File: config.mk
export PLATFORM = sky130hd
export DESIGN_NAME = rst_stretch_seq
export DESIGN_NICKNAME = d
export VERILOG_FILES = /design/src/rtl/rsis_pkg.sv /design/src/rtl/rsis_pin_sync.sv /design/src/rtl/rsis_phase_fsm.sv /design/src/rtl/rsis_free_div.sv /design/src/rtl/rst_stretch_seq.sv
export SDC_FILE = /design/constraint.sdc
export NUM_CORES = 1
export LEC_CHECK = 0
export BUFFER_PORTS_ARGS = -buffer_cell sky130_fd_sc_hd__buf_2
export CELL_PAD_IN_SITES_DETAIL_PLACEMENT = 1
export CELL_PAD_IN_SITES_GLOBAL_PLACEMENT = 1
export CORE_ASPECT_RATIO = 1.75
export CORE_MARGIN = 5
export CORE_UTILIZATION = 38
export CTS_BUF_LIST = sky130_fd_sc_hd__clkbuf_16
export CTS_CLUSTER_DIAMETER = 40
export DETAILED_ROUTE_END_ITERATION = 7
export PLACE_DENSITY_LB_ADDON = 0.1
export SYNTH_ARGS = -nofsm -noshare
export SYNTH_HDL_FRONTEND = slang
export SYNTH_SLANG_ARGS = --single-unit
export TNS_END_PERCENT = 5
File: constraint.sdc
create_clock -name clk_ref -period 1.6 [get_ports clk_ref]
set_clock_uncertainty 0.1 [all_clocks]
set_input_delay 0.16 -clock clk_ref [delete_from_list [all_inputs] [get_ports clk_ref]]
set_output_delay 0.16 -clock clk_ref [all_outputs]
set_load 0.05 [all_outputs]
File: src/rtl/rsis_pkg.sv
// Shared types for the reset stretch and initialization sequencer.
// Assumes nothing beyond a 2-bit phase code that neighbours decode.
package rsis_pkg;
    // Phase code; bit 1 set means internal reset is released.
    typedef enum logic [1:0] {
        PH_RESET   = 2'd0,
        PH_STRETCH = 2'd1,
        PH_INIT    = 2'd2,
        PH_RUN     = 2'd3
    } phase_e;
endpackage

File: src/rtl/rsis_pin_sync.sv
// Reset pin synchronizer: asserts asynchronously, releases after STAGES
// rising edges of clk. Assumes pin_n is glitch-filtered off chip.
module rsis_pin_sync #(
    parameter int STAGES = 2
) (
    input  logic clk,
    input  logic pin_n,
    output logic sync_n
);
    logic [STAGES-1:0] shreg;

    // Shift ones in after release; clear all stages the moment the pin drops.
    always_ff @(posedge clk or negedge pin_n) begin
        if (!pin_n) begin
            shreg <= '0;
        end else begin
            shreg <= {shreg[STAGES-2:0], 1'b1};
        end
    end

    assign sync_n = shreg[STAGES-1];
endmodule

File: src/rtl/rsis_phase_fsm.sv
// Phase sequencer: RESET -> STRETCH (fixed length) -> INIT (ends on done
// or timeout) -> RUN. Synchronous active-low reset from the synchronizer.
// Assumes init_done is synchronous to clk.
module rsis_phase_fsm
    import rsis_pkg::*;
#(
    parameter int STRETCH_CYC = 81,
    parameter int INIT_CYC    = 1215
) (
    input  logic   clk,
    input  logic   rst_n,
    input  logic   init_done,
    output phase_e state
);
    localparam int MAXC = (STRETCH_CYC > INIT_CYC) ? STRETCH_CYC : INIT_CYC;
    localparam int CW   = $clog2(MAXC + 1);
    localparam logic [CW-1:0] S_LAST = CW'(STRETCH_CYC - 1);
    localparam logic [CW-1:0] I_LAST = CW'(INIT_CYC - 1);

    phase_e        state_nx;
    logic [CW-1:0] cnt, cnt_nx;

    // Next-state and phase-counter decision.
    always_comb begin
        state_nx = state;
        cnt_nx   = cnt + 1'b1;
        unique case (state)
            PH_RESET: begin
                state_nx = PH_STRETCH;
                cnt_nx   = '0;
            end
            PH_STRETCH: begin
                if (cnt == S_LAST) begin
                    state_nx = PH_INIT;
                    cnt_nx   = '0;
                end
            end
            PH_INIT: begin
                if (init_done || cnt == I_LAST) begin
                    state_nx = PH_RUN;
                    cnt_nx   = '0;
                end
            end
            default: begin
                cnt_nx = '0;
            end
        endcase
    end

    // State and counter registers, cleared by the synchronized reset.
    always_ff @(posedge clk) begin
        if (!rst_n) begin
            state <= PH_RESET;
            cnt   <= '0;
        end else begin
            state <= state_nx;
            cnt   <= cnt_nx;
        end
    end

    AST_STRETCH_BOUND: assert property (@(posedge clk) disable iff (!rst_n)
        (state == PH_STRETCH) |-> (cnt <= S_LAST));
    AST_INIT_BOUND: assert property (@(posedge clk) disable iff (!rst_n)
        (state == PH_INIT) |-> (cnt <= I_LAST));
    AST_INIT_ENTRY: assert property (@(posedge clk) disable iff (!rst_n)
        (state == PH_INIT) |-> ($past(state) == PH_STRETCH || $past(state) == PH_INIT));
    AST_DONE_EXIT: assert property (@(posedge clk) disable iff (!rst_n)
        (state == PH_INIT && init_done) |=> (state == PH_RUN));
    AST_RUN_HOLD: assert property (@(posedge clk) disable iff (!rst_n)
        (state == PH_RUN) |=> (state == PH_RUN));
endmodule

File: src/rtl/rsis_free_div.sv
// Always-on clock-enable divider: one tick per DIV enabled cycles.
// Deliberately has no reset; starts from a power-up value of zero.
module rsis_free_div #(
    parameter int DIV = 4
) (
    input  logic clk,
    input  logic en,
    output logic tick
);
    localparam int W = $clog2(DIV + 1);
    localparam logic [W-1:0] LAST = W'(DIV - 1);

    logic [W-1:0] cnt = '0;

    // Wrap-around count of enabled cycles.
    always_ff @(posedge clk) begin
        if (en) begin
            cnt <= (cnt == LAST) ? '0 : cnt + 1'b1;
        end
    end

    assign tick = en && (cnt == LAST);

    if (DIV > 1) begin : g_spacing
        AST_TICK_SPACING: assert property (@(posedge clk)
            tick |=> !tick);
    end
endmodule

File: src/rtl/rst_stretch_seq.sv
// Top: reset stretch, init window, serial-access gate and always-on
// dividers. Assumes rst_pin_n may change at any time; other inputs are
// synchronous to clk_ref.
module rst_stretch_seq
    import rsis_pkg::*;
#(
    parameter int CLK_HZ      = 20_250_000,
    parameter int STRETCH_NS  = 4000,
    parameter int INIT_NS     = 60000,
    parameter int SYNC_STAGES = 2,
    parameter int DIV_FAST    = 4,
    parameter int DIV_SLOW    = 5
) (
    input  logic       clk_ref,
    input  logic       rst_pin_n,
    input  logic       init_done,
    input  logic       xfer_req,
    input  logic       xfer_is_self,
    output logic       int_rst_n,
    output logic       stby_clk_force,
    output logic [1:0] seq_phase,
    output logic       grant_self,
    output logic       refuse_self,
    output logic       grant_other,
    output logic       tick_fast,
    output logic       tick_slow
);
    localparam longint KHZ         = longint'(CLK_HZ) / 1000;
    localparam int     STRETCH_CYC = int'(KHZ * STRETCH_NS / 1_000_000);
    localparam int     INIT_CYC    = int'(KHZ * INIT_NS / 1_000_000);

    logic   rst_sync_n;
    phase_e fsm_state;
    phase_e phase_now;
    logic   in_run;

    rsis_pin_sync #(.STAGES(SYNC_STAGES)) sync_i (
        .clk    (clk_ref),
        .pin_n  (rst_pin_n),
        .sync_n (rst_sync_n)
    );

    rsis_phase_fsm #(.STRETCH_CYC(STRETCH_CYC), .INIT_CYC(INIT_CYC)) fsm_i (
        .clk       (clk_ref),
        .rst_n     (rst_sync_n),
        .init_done (init_done),
        .state     (fsm_state)
    );

    // Force RESET on the outputs the moment the pin drops.
    assign phase_now      = rst_sync_n ? fsm_state : PH_RESET;
    assign seq_phase      = phase_now;
    assign int_rst_n      = phase_now[1];
    assign stby_clk_force = !phase_now[1];
    assign in_run         = (phase_now == PH_RUN);

    // Serial-port gate: own-address traffic waits for RUN, other traffic passes.
    assign grant_self  = xfer_req && xfer_is_self && in_run;
    assign refuse_self = xfer_req && xfer_is_self && !in_run;
    assign grant_other = xfer_req && !xfer_is_self;

    logic fast_en;
    assign fast_en = 1'b1;

    rsis_free_div #(.DIV(DIV_FAST)) div_fast_i (
        .clk  (clk_ref),
        .en   (fast_en),
        .tick (tick_fast)
    );

    rsis_free_div #(.DIV(DIV_SLOW)) div_slow_i (
        .clk  (clk_ref),
        .en   (tick_fast),
        .tick (tick_slow)
    );

    AST_GRANT_IN_RUN: assert property (@(posedge clk_ref) disable iff (!rst_sync_n)
        grant_self |-> (fsm_state == PH_RUN));
    AST_FORCE_IN_RESET: assert property (@(posedge clk_ref) disable iff (!rst_sync_n)
        (fsm_state == PH_STRETCH) |-> (stby_clk_force && !int_rst_n));
endmodule

### Word-level counts from Yosys, hierarchy flattened

Cells that the tools add are included.

| cells by class | value |
|---|---|
| eq/ne operators | 9 |
| add/subtract/negate cells | 3 |
| reductions and logical operators | 12 |
| muxes and demuxes | 7 |

Operator list:

| cell | count |
|---|---|
| $mux W11 | 2 |
| $pmux W11 S2 | 1 |
| $add A11 B1 Y11 const B | 1 |
| $eq A11 B11 Y1 const B | 1 |
| $eq A11 B7 Y1 const B | 1 |
| $add A3 B1 Y3 const B | 2 |
| $mux W2 | 3 |
| $pmux W2 S3 | 1 |
| $logic_and A1 B1 Y1 | 5 |
| $eq A2 B2 Y1 const B | 2 |
| $ne A2 B1 Y1 const B | 2 |
| $eq A3 B2 Y1 const B | 1 |
| $eq A3 B3 Y1 const B | 1 |
| $logic_not A1 Y1 | 3 |
| $reduce_and A3 Y1 | 1 |
| $reduce_bool A3 Y1 | 1 |
| $eq A2 B1 Y1 const B | 1 |
| $logic_not A2 Y1 | 1 |
| $logic_or A1 B1 Y1 | 1 |

| word-level totals | value |
|---|---|
| register bits | 21 |
| input port bits | 5 |

### Logic depth before layout (Yosys ltp)

| depth | value |
|---|---|
| depth in word-level cells | 4 |
| gate-level depth with buffers | 7 |
| mapped depth without buffers | 6 |

### Cells and area by module

From an unflattened synthesis, not the netlist that was laid out.

| unflattened totals | value |
|---|---|
| cell total of the unflattened synthesis | 112 |
| area total of the unflattened synthesis | 1159.9 um2 |

By module, submodules not included:

| module | area an instance (um2) | times used | cells each |
|---|---|---|---|
| rsis_phase_fsm | 752.0 | 1 | 77 |
| rsis_free_div at div_slow_i | 158.9 | 1 | 12 |
| rsis_free_div at div_fast_i | 138.9 | 1 | 10 |
| rst_stretch_seq | 56.3 | 1 | 10 |
| rsis_pin_sync | 53.8 | 1 | 3 |

### Worst setup path before layout

Ideal clock, no wire load.

| timing | value |
|---|---|
| path kind | flip-flop to output port |
| from | register sync_i.shreg[1] |
| to | output refuse_self |
| slack | -0.697 ns |
| arrival time | 2.037 ns |
| stages on the path, launching flop included | 4 |
| path through | dfrtp_1 -> nand2_1 -> inv_1 -> a21oi_1 |

| on the way | value |
|---|---|
| word-level cells in the longest chain between the ends | 4 |

RTL lines:

| element | RTL line | RTL |
|---|---|---|
| start, declared | rsis_pin_sync.sv:10 | `logic [STAGES-1:0] shreg;` |
| start signal, assigned | rsis_pin_sync.sv:17 | `shreg <= {shreg[STAGES-2:0], 1'b1};` |
| $mux W2 | rst_stretch_seq.sv:51 | `assign phase_now = rst_sync_n ? fsm_state : PH_RESET;` |
| named net int_rst_n | rst_stretch_seq.sv:19 | `output logic int_rst_n,` |
| $eq A2 B2 Y1 | rst_stretch_seq.sv:55 | `assign in_run = (phase_now == PH_RUN);` |
| $logic_not A1 Y1 | rst_stretch_seq.sv:59 | `assign refuse_self = xfer_req && xfer_is_self && !in_run;` |
| $logic_and A1 B1 Y1 | rst_stretch_seq.sv:59 |  |
| end, declared | rst_stretch_seq.sv:23 | `output logic refuse_self,` |

The timed path passes the listed nets, and every way through them passes these cells.

### Final worst setup path

| timing | value |
|---|---|
| from | register fsm_i.cnt[0] |
| to | register fsm_i.cnt[4] |

| on the way | value |
|---|---|
| word-level cells in the longest chain between the ends | 4 |
| elaborated cells on any way between the ends | 7 |
| those cells by class | 1 x add/sub; 2 x eq/ne; 3 x mux; 1 x reduce/logical |

RTL lines:

| element | RTL line | RTL |
|---|---|---|
| start, declared | rsis_phase_fsm.sv:21 | `logic [CW-1:0] cnt, cnt_nx;` |
| start signal, assigned | rsis_phase_fsm.sv:57 | `cnt <= cnt_nx;` |
| branches (longest 3 deep; another with $add A11 B1 Y11) | -- |  |
| $pmux W11 S2 * | rsis_phase_fsm.sv:27 | `unique case (state)` |

Mark *: on every way between the ends.
A chain may end at the register's enable or synchronous reset.

==> flow_metrics.env <==
export IMPL_status="complete, but fails checks"
export IMPL_violations="setup timing"
export IMPL_finalHoldViolations=0
export IMPL_worstSetupPathType="flop to flop"
export IMPL_slew_violations=0
export IMPL_areaGrowthSynthToFinish_pct=37.2
export IMPL_hold_class="input pin to asynchronous set/reset pin"
export IMPL_required_ps=1650
export IMPL_antenna_found_initial=0
export IMPL_viasPerCell=4.96
export IMPL_synthCells=108
export IMPL_drt_pass1_iter_count=3
export IMPL_cp_slowest_stage_delay_ps=350
export IMPL_startpoint_type="flop"
export IMPL_finalSetupTns_ps=-881
export IMPL_async_flop_share=0.0952
export IMPL_ir_drop_mv=0.651
export IMPL_die_area_um2=3940
export IMPL_crit_chain="inv_4 > ha_4 > nand4bb_1 > o41ai_2 > buf_4 > a31o_1 > buf_12 > nor2_1"
export IMPL_clkPwrFrac=0.326
export IMPL_yosysUniqueCellTypes=30
export IMPL_start_util=0.388
export IMPL_post_route_util=0.533
export IMPL_max_cap_violations=0
export IMPL_timing_final_crit_share=1.05
export IMPL_cts_sinks=21
export IMPL_drive_gt1_frac=0.357
export IMPL_grt_pass1_vias=942
export IMPL_cts_buffer_depth=2
export IMPL_power_switching_mw=0.479
export IMPL_wl_per_cell_um=14.3
export IMPL_switching_share=0.295
export IMPL_finalSetupViolCount=13
export IMPL_vias=828
export IMPL_clock_latency_ps=250
export IMPL_avgSynthCellArea_um2=9.67
export IMPL_end_kind="flop"
export IMPL_synth_edf_count=3
export IMPL_fill_cells=317
export IMPL_worst_path_buf_inv=3
export IMPL_synth_ff_type="dfxtp_1"
export IMPL_synth_seq_cells=21
export IMPL_wl_mm=2.39
export IMPL_htree_levels=1
export IMPL_cts_tree="yes"
export IMPL_grt_use_total=0.136
export IMPL_synth_nets=124
export IMPL_place_hpwl_mm=1.87
export IMPL_insertedDiodeCount=0
export IMPL_grt_max_degree=13
export IMPL_fin_crit_ps=1680
export IMPL_grt_overflow_total=0
export IMPL_p_int_mw=1.15
export IMPL_root_buffer="clkbuf_16"
export IMPL_path_max_fanout=11
export IMPL_path_clk_slew_ps=60
export IMPL_die_height_um=79.4
export IMPL_postRouteAntennaNets=0
export IMPL_rows=25
export IMPL_multi_input_area_um2=579
export IMPL_synth_area_um2=1040
export IMPL_top_level_ports=14
export IMPL_drt_initial_drc_count=3
export IMPL_detailedPlace_worstSlack_ps=-74.7
export IMPL_p_comb_frac=0.310
export IMPL_cp_top_family="compound AO/OA/AOI/OAI gates"
export IMPL_num_nets_final=157
export IMPL_leakage_nw=0.606
export IMPL_rsz0062_at_grt="true"
export IMPL_grt_pass1_wl_mm=4.12
export IMPL_seqPwrFrac=0.364
export IMPL_powerDensity_nw_per_um2=1130
export IMPL_gp_congestion=0.792
export IMPL_worst_slack_ps=-75.8
export IMPL_drc=0
export IMPL_die_w_um=49.6
export IMPL_coreArea_um2=2690
export IMPL_ys_warn_count=0
export IMPL_synth_seq_area_share=0.441
export IMPL_io_buffers=13
export IMPL_seq_area_um2=465
export IMPL_crit_slowest_cell="dfxtp_4"
export IMPL_arrival_ps=1730
export IMPL_fmax_ghz=0.597
export IMPL_cts_made_buffers=3
registers in the layout, indices dropped and copies added, names as in the netlist:
register	flops
fsm_i.cnt	11
fsm_i.state	2
div_slow_i.cnt	3
div_fast_i.cnt	3
sync_i.shreg	2
power groups by stage:
stage | sequential, mW | clock, mW | combinational [mW]
3_3_place_gp | 0.596 | 0 | 0.432
6_report | 0.592 | 0.530 | 0.505
3_5_place_dp | 0.600 | 0 | 0.442
5_1_grt | 0.596 | 0.572 | 0.552
2_1_floorplan | 0.610 | 0 | 0.254
4_1_cts | 0.592 | 0.543 | 0.484
layer usage:
metal  global-route usage  wire (µm)
met1                0.121        886
met2                0.274       1390
met3               0.0206         69
met4               0.0682         42
met5                    0          0
worst paths after layout:
path	startpoint	endpoint	slack, ps	depth (start not counted)
setup / recovery	fsm_i.cnt[0]	fsm_i.cnt[4]	-80	8
hold / removal	rst_pin_n	sync_i.shreg[0]	120	2
setup reg to reg	fsm_i.cnt[0]	fsm_i.cnt[4]	-80	8
hold reg to reg	sync_i.shreg[0]	sync_i.shreg[1]	250	0
max in group asynchronous	rst_pin_n	sync_i.shreg[1]	1190	2
min in group clk_ref	sync_i.shreg[0]	sync_i.shreg[1]	250	0
final cells by class:
type / count / area share
multi-input cells: 73 / 0.404
well taps: 27 / 0.0236
flip-flops and latches: 21 / 0.325
repair buffers: 31 / 0.159
clock inverters: 1 / 0.00349
inverters: 11 / 0.0332
clock buffers: 3 / 0.0524
worst reg2reg max path, stage by stage (launching register included):
cell and delay [ps]:
dfxtp_4 350, inv_4 60, ha_4 110, nand4bb_1 130
o41ai_2 270, buf_4 170, a31o_1 190, buf_12 140
nor2_1 50
cell usage in the layout (no fill, tap or decap), types with 4 or more instances in the layout:
cell type	n
buf_2	11
inv_1	8
buf_4	16
nor2_1	17
ha_1	8
nand2_1	4
xnor2_1	4
dfxtp_1	14
nand3_1	4
xor2_1	5
stage by stage:
stage                     std cells  hold WS [ps]  power [mW]  cell area [µm²]
after floorplan                 108          -236       0.865             1070
after global placement          159          -155        1.03             1270
after detailed placement        159          -154        1.04             1270
after CTS                       166           114        1.62             1410
after global routing            167           145        1.72             1430
final                           167           119        1.63             1430
synth_stat cells (2+ instances only):
master,count,area share
nand2_1,5,0.018
edfxtp_1,3,0.086
dfxtp_1,16,0.31
nor2_1,17,0.061
nor2b_1,3,0.018
xnor2_1,4,0.034
nand3_1,4,0.019
nor3_1,3,0.014
xor2_1,5,0.042
a21oi_1,2,0.0096
inv_1,11,0.040
buf_2,2,0.0096
mux2i_1,2,0.019
ha_1,11,0.13
dfrtp_1,2,0.048
nand2b_1,2,0.012
nand4_1,2,0.012
nand4b_1,2,0.017
logic make-up after synthesis:
family | Yosys count | synth area share
DFF | 21 | 0.441
buffers and inverters | 14 | 0.0563
other | 1 | 0.00359
and+or+nand+nor | 42 | 0.205
adders and majority gates | 11 | 0.132
AOI/OAI and AO/OA | 7 | 0.0539
muxes | 3 | 0.0335
xor gates and xnor gates | 9 | 0.0754
repair_timing:
item,CTS,global route
gates resized for setup,11,5
hold endpoints to repair,2,0
setup endpoints to repair,14,15
pin swaps,4,3
gates cloned,0,0
setup buffers,2,1
hold buffers,1,0
Note: power is estimated with default switching activity, not from simulation.
